### config.mk
export PLATFORM = sky130hd
export DESIGN_NAME = sdma_xfer_tracker
export DESIGN_NICKNAME = d
export VERILOG_FILES = /design/src/rtl/sdma_xfer_pkg.sv /design/src/rtl/xfer_cfg_reg.sv /design/src/rtl/blk_seq.sv /design/src/rtl/bnd_tracker.sv /design/src/rtl/sdma_xfer_tracker.sv
export SDC_FILE = /design/constraint.sdc
export NUM_CORES = 1
export LEC_CHECK = 0
export BUFFER_PORTS_ARGS = -buffer_cell sky130_fd_sc_hd__buf_2
export CORE_UTILIZATION = 55
export CTS_CLUSTER_SIZE = 10
export DETAILED_ROUTE_END_ITERATION = 8
export GPL_TIMING_DRIVEN = 1
export PLACE_DENSITY = 0.93
export SYNTH_ARGS = -nofsm -noshare
export SYNTH_HDL_FRONTEND = slang
export SYNTH_SLANG_ARGS = --single-unit
### constraint.sdc
create_clock -name clk_i -period 6.68 [get_ports clk_i]
set_input_delay 0.334 -clock clk_i [delete_from_list [all_inputs] [get_ports clk_i]]
set_output_delay 0.334 -clock clk_i [all_outputs]
set_load 0.005 [all_outputs]
### src/rtl/sdma_xfer_pkg.sv
package sdma_xfer_pkg;
  localparam int unsigned CNT_W    = 16;
  localparam int unsigned SIZE_W   = 12;
  localparam int unsigned CODE_W   = 3;
  localparam int unsigned ADDR_W   = 32;
  localparam int unsigned REG_W    = 32;
  localparam int unsigned MAX_BLK  = 2048;
  localparam int unsigned BND_LOG2 = 12;

  localparam int unsigned SIZE_LSB = 0;
  localparam int unsigned CODE_LSB = SIZE_LSB + SIZE_W;
  localparam int unsigned RSV_BIT  = CODE_LSB + CODE_W;
  localparam int unsigned CNT_LSB  = RSV_BIT + 1;

  typedef struct packed {
    logic [CNT_W-1:0]  bcnt;
    logic              rsv;
    logic [CODE_W-1:0] code;
    logic [SIZE_W-1:0] bsize;
  } cfg_word_t;

  function automatic logic [ADDR_W-1:0] bnd_mask(input logic [CODE_W-1:0] code);
    logic [ADDR_W-1:0] one;
    one = '0;
    one[0] = 1'b1;
    return (one << (BND_LOG2 + int'(code))) - one;
  endfunction
endpackage

### src/rtl/xfer_cfg_reg.sv
module xfer_cfg_reg
  import sdma_xfer_pkg::*;
(
  input  logic              clk_i,
  input  logic              rst_ni,
  input  logic              we_i,
  input  logic [REG_W-1:0]  wdata_i,
  input  logic              busy_i,
  input  logic              dec_i,
  output logic [CNT_W-1:0]  bcnt_o,
  output logic [SIZE_W-1:0] bsize_o,
  output logic [CODE_W-1:0] code_o,
  output logic [REG_W-1:0]  rdata_o
);
  cfg_word_t wr;
  logic [CNT_W-1:0]  bcnt_q;
  logic [SIZE_W-1:0] bsize_q;
  logic [CODE_W-1:0] code_q;

  assign wr = cfg_word_t'(wdata_i);

  always_ff @(posedge clk_i or negedge rst_ni) begin
    if (!rst_ni) begin
      bcnt_q  <= '0;
      bsize_q <= '0;
      code_q  <= '0;
    end else begin
      if (we_i) code_q <= wr.code;
      if (we_i && !busy_i) begin
        bcnt_q  <= wr.bcnt;
        bsize_q <= wr.bsize;
      end else if (dec_i && bcnt_q != '0) begin
        bcnt_q <= bcnt_q - 1'b1;
      end
    end
  end

  always_comb begin
    cfg_word_t rd;
    rd.bcnt  = bcnt_q;
    rd.rsv   = 1'b0;
    rd.code  = code_q;
    rd.bsize = bsize_q;
    rdata_o  = REG_W'(rd);
  end

  assign bcnt_o  = bcnt_q;
  assign bsize_o = bsize_q;
  assign code_o  = code_q;

  a_r3_size_hold: assert property (@(posedge clk_i) disable iff (!rst_ni)
    busy_i |=> $stable(bsize_q));
  a_r5_dec_step: assert property (@(posedge clk_i) disable iff (!rst_ni)
    ($past(busy_i) && bcnt_q != $past(bcnt_q)) |-> (bcnt_q == $past(bcnt_q) - 1'b1));
endmodule

### src/rtl/blk_seq.sv
module blk_seq
  import sdma_xfer_pkg::*;
(
  input  logic              clk_i,
  input  logic              rst_ni,
  input  logic              start_i,
  input  logic              bcnt_en_i,
  input  logic [CNT_W-1:0]  bcnt_i,
  input  logic [SIZE_W-1:0] bsize_i,
  input  logic              paused_i,
  input  logic              byte_ack_i,
  output logic              byte_req_o,
  output logic              ack_o,
  output logic              dec_o,
  output logic              busy_o,
  output logic              done_o,
  output logic              size_err_o
);
  logic              active_q, cnt_en_q, done_q, err_q;
  logic [SIZE_W-1:0] pos_q;
  logic              finished, size_ok, last_byte;

  assign size_ok    = (bsize_i != '0) && (int'(bsize_i) <= MAX_BLK);
  assign finished   = cnt_en_q && (bcnt_i == '0);
  assign byte_req_o = active_q && !paused_i && !finished;
  assign ack_o      = byte_ack_i && byte_req_o;
  assign last_byte  = (pos_q == bsize_i - 1'b1);
  assign dec_o      = ack_o && last_byte && cnt_en_q;

  always_ff @(posedge clk_i or negedge rst_ni) begin
    if (!rst_ni) begin
      active_q <= 1'b0;
      cnt_en_q <= 1'b0;
      done_q   <= 1'b0;
      err_q    <= 1'b0;
      pos_q    <= '0;
    end else begin
      done_q <= 1'b0;
      if (!active_q) begin
        if (start_i) begin
          if (size_ok) begin
            err_q    <= 1'b0;
            active_q <= 1'b1;
            cnt_en_q <= bcnt_en_i;
            pos_q    <= '0;
          end else begin
            err_q <= 1'b1;
          end
        end
      end else if (finished) begin
        active_q <= 1'b0;
        done_q   <= 1'b1;
      end else if (ack_o) begin
        pos_q <= last_byte ? '0 : pos_q + 1'b1;
      end
    end
  end

  assign busy_o     = active_q;
  assign done_o     = done_q;
  assign size_err_o = err_q;

  a_r4_no_req_paused: assert property (@(posedge clk_i) disable iff (!rst_ni)
    paused_i |-> !byte_req_o);
  a_r6_done_after_zero: assert property (@(posedge clk_i) disable iff (!rst_ni)
    done_o |-> ($past(active_q) && $past(bcnt_i) == '0 && !busy_o));
  a_r9_err_idle: assert property (@(posedge clk_i) disable iff (!rst_ni)
    $rose(err_q) |-> !active_q);
  a_r5_dec_active: assert property (@(posedge clk_i) disable iff (!rst_ni)
    dec_o |-> (active_q && bcnt_i != '0));
endmodule

### src/rtl/bnd_tracker.sv
module bnd_tracker
  import sdma_xfer_pkg::*;
(
  input  logic              clk_i,
  input  logic              rst_ni,
  input  logic              addr_we_i,
  input  logic [ADDR_W-1:0] addr_wdata_i,
  input  logic              ack_i,
  input  logic [CODE_W-1:0] code_i,
  input  logic              irq_clr_i,
  output logic [ADDR_W-1:0] addr_o,
  output logic              paused_o,
  output logic              irq_o
);
  logic [ADDR_W-1:0] addr_q, addr_nxt, mask;
  logic              paused_q, irq_q, hit;

  assign mask     = bnd_mask(code_i);
  assign addr_nxt = addr_q + 1'b1;
  assign hit      = ack_i && ((addr_nxt & mask) == '0);

  always_ff @(posedge clk_i or negedge rst_ni) begin
    if (!rst_ni) begin
      addr_q   <= '0;
      paused_q <= 1'b0;
      irq_q    <= 1'b0;
    end else begin
      if (addr_we_i) begin
        addr_q   <= addr_wdata_i;
        paused_q <= 1'b0;
      end else if (ack_i) begin
        addr_q <= addr_nxt;
        if (hit) paused_q <= 1'b1;
      end
      if (hit && !addr_we_i) irq_q <= 1'b1;
      else if (irq_clr_i)    irq_q <= 1'b0;
    end
  end

  assign addr_o   = addr_q;
  assign paused_o = paused_q;
  assign irq_o    = irq_q;

  a_r10_pause_aligned: assert property (@(posedge clk_i) disable iff (!rst_ni)
    $rose(paused_q) |-> ((addr_q & mask) == '0 && irq_q));
  a_r11_write_resumes: assert property (@(posedge clk_i) disable iff (!rst_ni)
    addr_we_i |=> !paused_q);
  a_r12_addr_step: assert property (@(posedge clk_i) disable iff (!rst_ni)
    (!$past(addr_we_i) && !$past(ack_i)) |-> $stable(addr_q));
endmodule

### src/rtl/sdma_xfer_tracker.sv
module sdma_xfer_tracker
  import sdma_xfer_pkg::*;
(
  input  logic        clk_i,
  input  logic        rst_ni,
  input  logic        reg_we_i,
  input  logic [31:0] reg_wdata_i,
  output logic [31:0] reg_rdata_o,
  input  logic        addr_we_i,
  input  logic [31:0] addr_wdata_i,
  output logic [31:0] sys_addr_o,
  input  logic        bcnt_en_i,
  input  logic        start_i,
  input  logic        byte_ack_i,
  output logic        byte_req_o,
  output logic        busy_o,
  output logic        done_o,
  output logic        size_err_o,
  input  logic        irq_clr_i,
  output logic        dma_irq_o
);
  logic [CNT_W-1:0]  bcnt;
  logic [SIZE_W-1:0] bsize;
  logic [CODE_W-1:0] code;
  logic              busy, dec, ack, paused;

  xfer_cfg_reg u_cfg (
    .clk_i, .rst_ni,
    .we_i(reg_we_i), .wdata_i(reg_wdata_i), .busy_i(busy), .dec_i(dec),
    .bcnt_o(bcnt), .bsize_o(bsize), .code_o(code), .rdata_o(reg_rdata_o)
  );

  blk_seq u_seq (
    .clk_i, .rst_ni,
    .start_i, .bcnt_en_i, .bcnt_i(bcnt), .bsize_i(bsize), .paused_i(paused),
    .byte_ack_i, .byte_req_o, .ack_o(ack), .dec_o(dec), .busy_o(busy),
    .done_o, .size_err_o
  );

  bnd_tracker u_bnd (
    .clk_i, .rst_ni,
    .addr_we_i, .addr_wdata_i, .ack_i(ack), .code_i(code), .irq_clr_i,
    .addr_o(sys_addr_o), .paused_o(paused), .irq_o(dma_irq_o)
  );

  assign busy_o = busy;

  a_r6_done_one_cycle: assert property (@(posedge clk_i) disable iff (!rst_ni)
    done_o |=> !done_o);
endmodule

# == Yosys cells after proc, flatten, opt, wreduce, memory -nomap -nowiden ==
# Index checks and enable logic that the tools add are counted.
# totals
elab_cells,75
output_inout_bits,69
register_bits,81
# classes
muxes,22
shifts,1
n_reduce_logical,29
eq_ne,3
add_sub_neg,6
bitwise,2
n_lt_le_gt_ge,1
# ops
op,n
12-bit 2-to-1 mux,6
32-bit 2-to-1 mux,2
32-bit by 1-bit adder with 32-bit output (second input constant),1
32-bit AND,1
32-bit logical NOT,1
16-bit 2-to-1 mux,2
1-bit by 32-bit << shifter with 32-bit output (first input constant),1
32-bit by 1-bit subtractor with 32-bit output (second input constant),1
16-bit logical NOT,1
16-bit nonzero test,1
16-bit by 1-bit subtractor with 16-bit output (second input constant),1
12-bit by 1-bit adder with 12-bit output (second input constant),1
12-bit == test,1
12-bit less-or-equal comparator (second input constant),1
1-bit 2-to-1 mux,12
12-bit nonzero test,1
2-bit nonzero test,6
12-bit by 1-bit subtractor with 12-bit output (second input constant),1
1-bit logical AND,11
4-bit by 3-bit adder with 5-bit output (first input constant),1
1-bit logical NOT,4
2-bit AND reduction,2
4-bit AND reduction,1
3-bit AND reduction,1
other kinds (3),3

# == Logic depth before layout (Yosys ltp) ==
# logic_depth
ltp_word,10
ltp_mapped,11
ltp_nobuf,9

# == By module ==
# Synthesis repeated with hierarchy kept, for this count alone.
# unflattened
cells_unflattened,641
hier_area_um2,5440.2
# by_module_without_submodules
mod,n_inst,seq_area_each_um2,cells_per_inst,area_per_inst_um2
bnd_tracker,1,850.8,273,2272.2
xfer_cfg_reg,1,775.7,204,1800.5
blk_seq,1,400.4,164,1367.6

# == Least setup slack after synthesis ==
# Ideal clock, no wire load.
# synth_timing
path_kind,flip-flop to flip-flop
startpoint,"register u_cfg.bsize_q[2], in the netlist u_cfg.bsize_o[2]"
endpoint,"register u_cfg.bcnt_q[13], in the netlist u_cfg.bcnt_o[13]"
required_ns,6.542
period_less_slack_ns,3.139
slack_ns,3.541
arrival_ns,3.001
path_buffers,4
path_stages_with_launch,12
cell_sequence,dfrtp_1 buf_6 or4_1 buf_2 or4b_1 a31o_1 a22o_1 or3_4 buf_6 buf_2 o41ai_2 o211ai_1
# synth_via
elab_chain_len,6
# synth_rtl
item,line_no,text
"start, declared",xfer_cfg_reg.sv:17,logic [SIZE_W-1:0] bsize_q;
"start signal, assigned",xfer_cfg_reg.sv:31,bsize_q <= wr.bsize;
12-bit by 1-bit subtractor with 12-bit output,blk_seq.sv:27,assign last_byte = (pos_q == bsize_i - 1'b1);
12-bit == test,blk_seq.sv:27,
1-bit logical AND (2 in series),blk_seq.sv:28,assign dec_o = ack_o && last_byte && cnt_en_q;
1-bit logical AND,xfer_cfg_reg.sv:32,end else if (dec_i && bcnt_q != '0) begin
2-bit nonzero test (no line),-,
"end signal, assigned",xfer_cfg_reg.sv:30,bcnt_q <= wr.bcnt;
"end signal, assigned",xfer_cfg_reg.sv:33,bcnt_q <= bcnt_q - 1'b1;
"end, declared",xfer_cfg_reg.sv:16,logic [CNT_W-1:0] bcnt_q;
# Every way passes these cells.
# A chain may end at the register's enable or synchronous reset.

# == Worst setup path after layout ==
# layout_timing
startpoint,"register u_cfg.bsize_q[4], in the netlist u_cfg.bsize_o[4]"
endpoint,register u_seq.pos_q[10]
# layout_via
elab_chain_len,6
word_cells_on_any_way,11
# layout_rtl
item,line_no,text
12-bit by 1-bit subtractor with 12-bit output,blk_seq.sv:27,
12-bit == test,blk_seq.sv:27,
12-bit 2-to-1 mux,blk_seq.sv:54,pos_q <= last_byte ? '0 : pos_q + 1'b1;
12-bit 2-to-1 mux,blk_seq.sv:53,end else if (ack_o) begin
12-bit 2-to-1 mux,blk_seq.sv:50,end else if (finished) begin
12-bit 2-to-1 mux,blk_seq.sv:39,if (!active_q) begin
"end signal, assigned",blk_seq.sv:54,
"end, declared",blk_seq.sv:20,logic [SIZE_W-1:0] pos_q;
# Parallel ways exist; a longest one is shown, timed or not. The select of a mux whose other input is x is not followed.

==> impl_metrics.yaml <==
drt:
  drt_drc_violations_left: 0
  detail_route.first_pass.iterations: 5
  routed_via_density: 6.04
  detailedRoute.firstIterationViolations: 234
  vias: 4964
  post_drt_wl_per_cell_um: 16.0
  drt_wl_total_mm: 13.1
  antenna_violating_nets_post_route: 0
cells_and_area:
  final_non_filler_cells: 822
  seqCellArea_um2: 2030
  area_taken_by_multi_input_logic_gates_um2: 2800
  diodes: 0
  filler_instances: 725
  layout.nets: 787
  most_common_cell_after_layout_fill_and_taps_aside: "buf_2"
  postLayoutCellArea_um2: 5880
  layout.cells.most_common_list: "137 x buf_2, 119 x nand2_1, 81 x dfrtp_1"
  layout-drive-gt1-share: 0.234
  area_growth_pct: 17.7
die:
  num_io_pins: 141
  die_x_um: 97.3
  dieArea_um2: 9460
  floorplan.rows: 34
  chipHeight_um: 97.3
  start_util: 0.570
  coreArea_um2: 8760
clock_network:
  cts_sinks: 81
  ctsRootBufferMaster: "clkbuf_8"
  cts.path.max_buffers: 2
  cts.repair.resized: 0
  clkSlewWorstSetupHoldPaths_ps: 90
  ctsHoldBuffers: 0
  number_of_cts_inserted_buffers: 9
  cts_tree: "yes"
  htreeDepth: 3
  post-cts-setup-buffers: 0
  clk-insertion-delay-late_ps: 360
grt:
  gr-total-overflow: 0
  via_count_of_the_first_global_routing_pass: 4737
  grt_max_degree: 82
  grt_usage: 0.283
  initial_antenna_violation_count: 0
  grt_pass1_wl_mm: 21.9
sta:
  unrepaired_setup_endpoints_after_global_routing: "false"
  slew_headroom: 0.203
  fmax_mhz: 265
  timing.setup.tns_ps: 0
  clock-skew-final_ps: 12.8
  slew_viol_final: 0
  report.final.hold_viol_count: 0
  fin_hold_ws_ps: 117
  period_minus_slack_ps: 3770
  finalSetupViolations: 0
  worst_slew_pin_slew_ps: 1190
  period_share: 0.564
placed_design:
  place.detailed.hpwl_mm: 9.38
  placement.io_buffers: 138
  gp_congestion: 0.904
  placed_cells: 806
  placed_area_um2: 5690
logic_synthesis:
  synth_compound_gate_area_share: 0.147
  post_synth_main_area_contributors: "dfrtp_1 41%, nand2_1 8.9%, o21ai_0 5.7%"
  synth.net_count: 668
  yosys.area.top_type: "dfrtp_1"
  largest_family_of_logic_cells_by_synthesized_area: "simple AND/OR/NAND/NOR gates"
  synth_top_cell_area_share: 0.406
  synth_area_per_cell_um2: 8.46
  synthMuxAreaShare: 0.0221
  synth_xor_xnor_area_share: 0.0947
  synthSimpleGateAreaFrac: 0.280
  synth_seq_area_share: 0.406
  synth_adder_area_share: 0.0150
  synth_top_flop_cell: "dfrtp_1"
  postSynth.asyncResetShare: 1.00
  number_of_enable_type_register_cells_in_the_synthesized_netlist: 0
  synth.yosys.warnings: 0
  yosys.cell_types.count: 60
  post_synth_instance_area_um2: 4990
  netlist_instances: 590
  flip_flop_and_latch_count_after_synthesis: 81
setup_path:
  startpoint_type: "flop"
  timing.critical_path.required_ps: 6910
  cpPeakStageDelay_ps: 730
  critical_path.n_buffers_inverters: 0
  worstPathMaxFanout: 21
  critical_path_cell_list: "or4_1 -> o311ai_0 -> a21oi_1 -> nor3_1 -> or3_4 -> nand3_1 -> o311ai_0"
  r2r_endpoint: "u_seq.pos_q[10]"
  critical_path.slowest_cell: "nor3_1"
  ff2ff_path_depth: 7
  cpLargestDelayFamily: "simple AND/OR/NAND/NOR gates"
  setup.worst_path.end_class: "flop"
  worstPathArrival_ps: 4000
  path_common_cell: "o311ai_0"
  classification_of_the_worst_setup_path: "reg -> reg"
  worst_r2r_startpoint: "u_cfg.bsize_o[4]"
  r2r_setup_slack_ps: 2910
pwr:
  worst_ir_drop_vdd_mv: 0.119
  p_leak_uw: 0.00259
  post-layout-total-power_uw: 1180
  power.density_cell_area_nw_per_um2: 200
job:
  cap_viol_max_count: 0
worst_hold_path:
  classification_of_the_worst_slack_hold_path: "in -> async"
outcome:
  run_status: "completed"
layout make-up:
class,count,area share
multi-input cells,469,0.476
repair buffers,138,0.118
clock inverters,5,0.00958
well taps,108,0.0230
flip-flops and latches,81,0.345
inverters,10,0.00639
clock buffers,11,0.0224
state kept, by name, summed over array words and instances, names as in the netlist:
register and flops:
u_cfg.code_o 3, u_seq.done_o 1, u_cfg.bcnt_o 16, u_seq.size_err_o 1
u_seq.pos_q 12, u_bnd.irq_o 1, u_seq.cnt_en_q 1, u_seq.busy_o 1
u_bnd.paused_o 1, u_bnd.addr_o 32, u_cfg.bsize_o 12
cells by family (layout without fill, tap and decap cells):
group / Yosys count / after routing
XOR/XNOR: 54 / 54
buffers and inverters: 40 / 164
multiplexers: 10 / 10
adder cells (fa/ha/maj): 6 / 6
other: 1 / 1
AO/OA/AOI/OAI: 116 / 116
flip-flops: 81 / 81
AND/OR/NAND/NOR: 282 / 282
worst max path at each step:
stage                     startpoint               end  slack, ps  depth (start not counted)
global placement     u_cfg.bcnt_o[0]    u_seq.pos_q[4]       3300                          8
global route        u_cfg.bsize_o[4]   u_seq.pos_q[10]       2610                          7
floorplan           u_cfg.bsize_o[2]  u_cfg.bcnt_o[13]       3540                         11
CTS                 u_cfg.bsize_o[4]   u_seq.pos_q[10]       2990                          7
finish              u_cfg.bsize_o[4]   u_seq.pos_q[10]       2910                          7
detailed placement   u_cfg.bcnt_o[0]    u_seq.pos_q[3]       3130                          8
stage by stage:
step,utilization,setup slack [ps]
floorplan,-,3540
global placement,0.649,3300
detailed placement,0.649,3130
CTS,0.671,2990
global route,0.671,2610
finish,0.671,2910
power by group:
group / internal, µW / leakage (µW) / total [µW] / switching, µW
combinational: 108 / 0.00151 / 218 / 109
clock: 173 / 0.0000933 / 357 / 184
sequential: 531 / 0.000992 / 602 / 71.0
total: 812 / 0.00259 / 1180 / 365
routing by layer:
metal / routed length (µm) / up-vias / global-route usage / share of wire
met1: 5280 / 2358 / 0.341 / 0.40
met5: 0 / - / 0 / 0
met3: 917 / 30 / 0.0583 / 0.070
met4: 317 / 0 / 0.120 / 0.024
li1: - / 2351 / - / -
met2: 6620 / 225 / 0.491 / 0.50
worst reg2reg max path: stages, from the launching register on:
cell,delay [ps]
dfrtp_1,480
or4_1,720
o311ai_0,510
a21oi_1,130
nor3_1,730
or3_4,400
nand3_1,260
o311ai_0,430
cells in the mapped netlist (all sizes together), types with 10 or more instances:
master  number
and2        10
nand3       29
nand2      119
a21oi       11
nor3        18
dfrtp       81
nor4        15
inv         10
nor2        27
nand4       14
xnor2       31
o21ai       58
or3         10
clkbuf      23
xor2        23
Note: power is estimated with default switching activity, not from simulation.
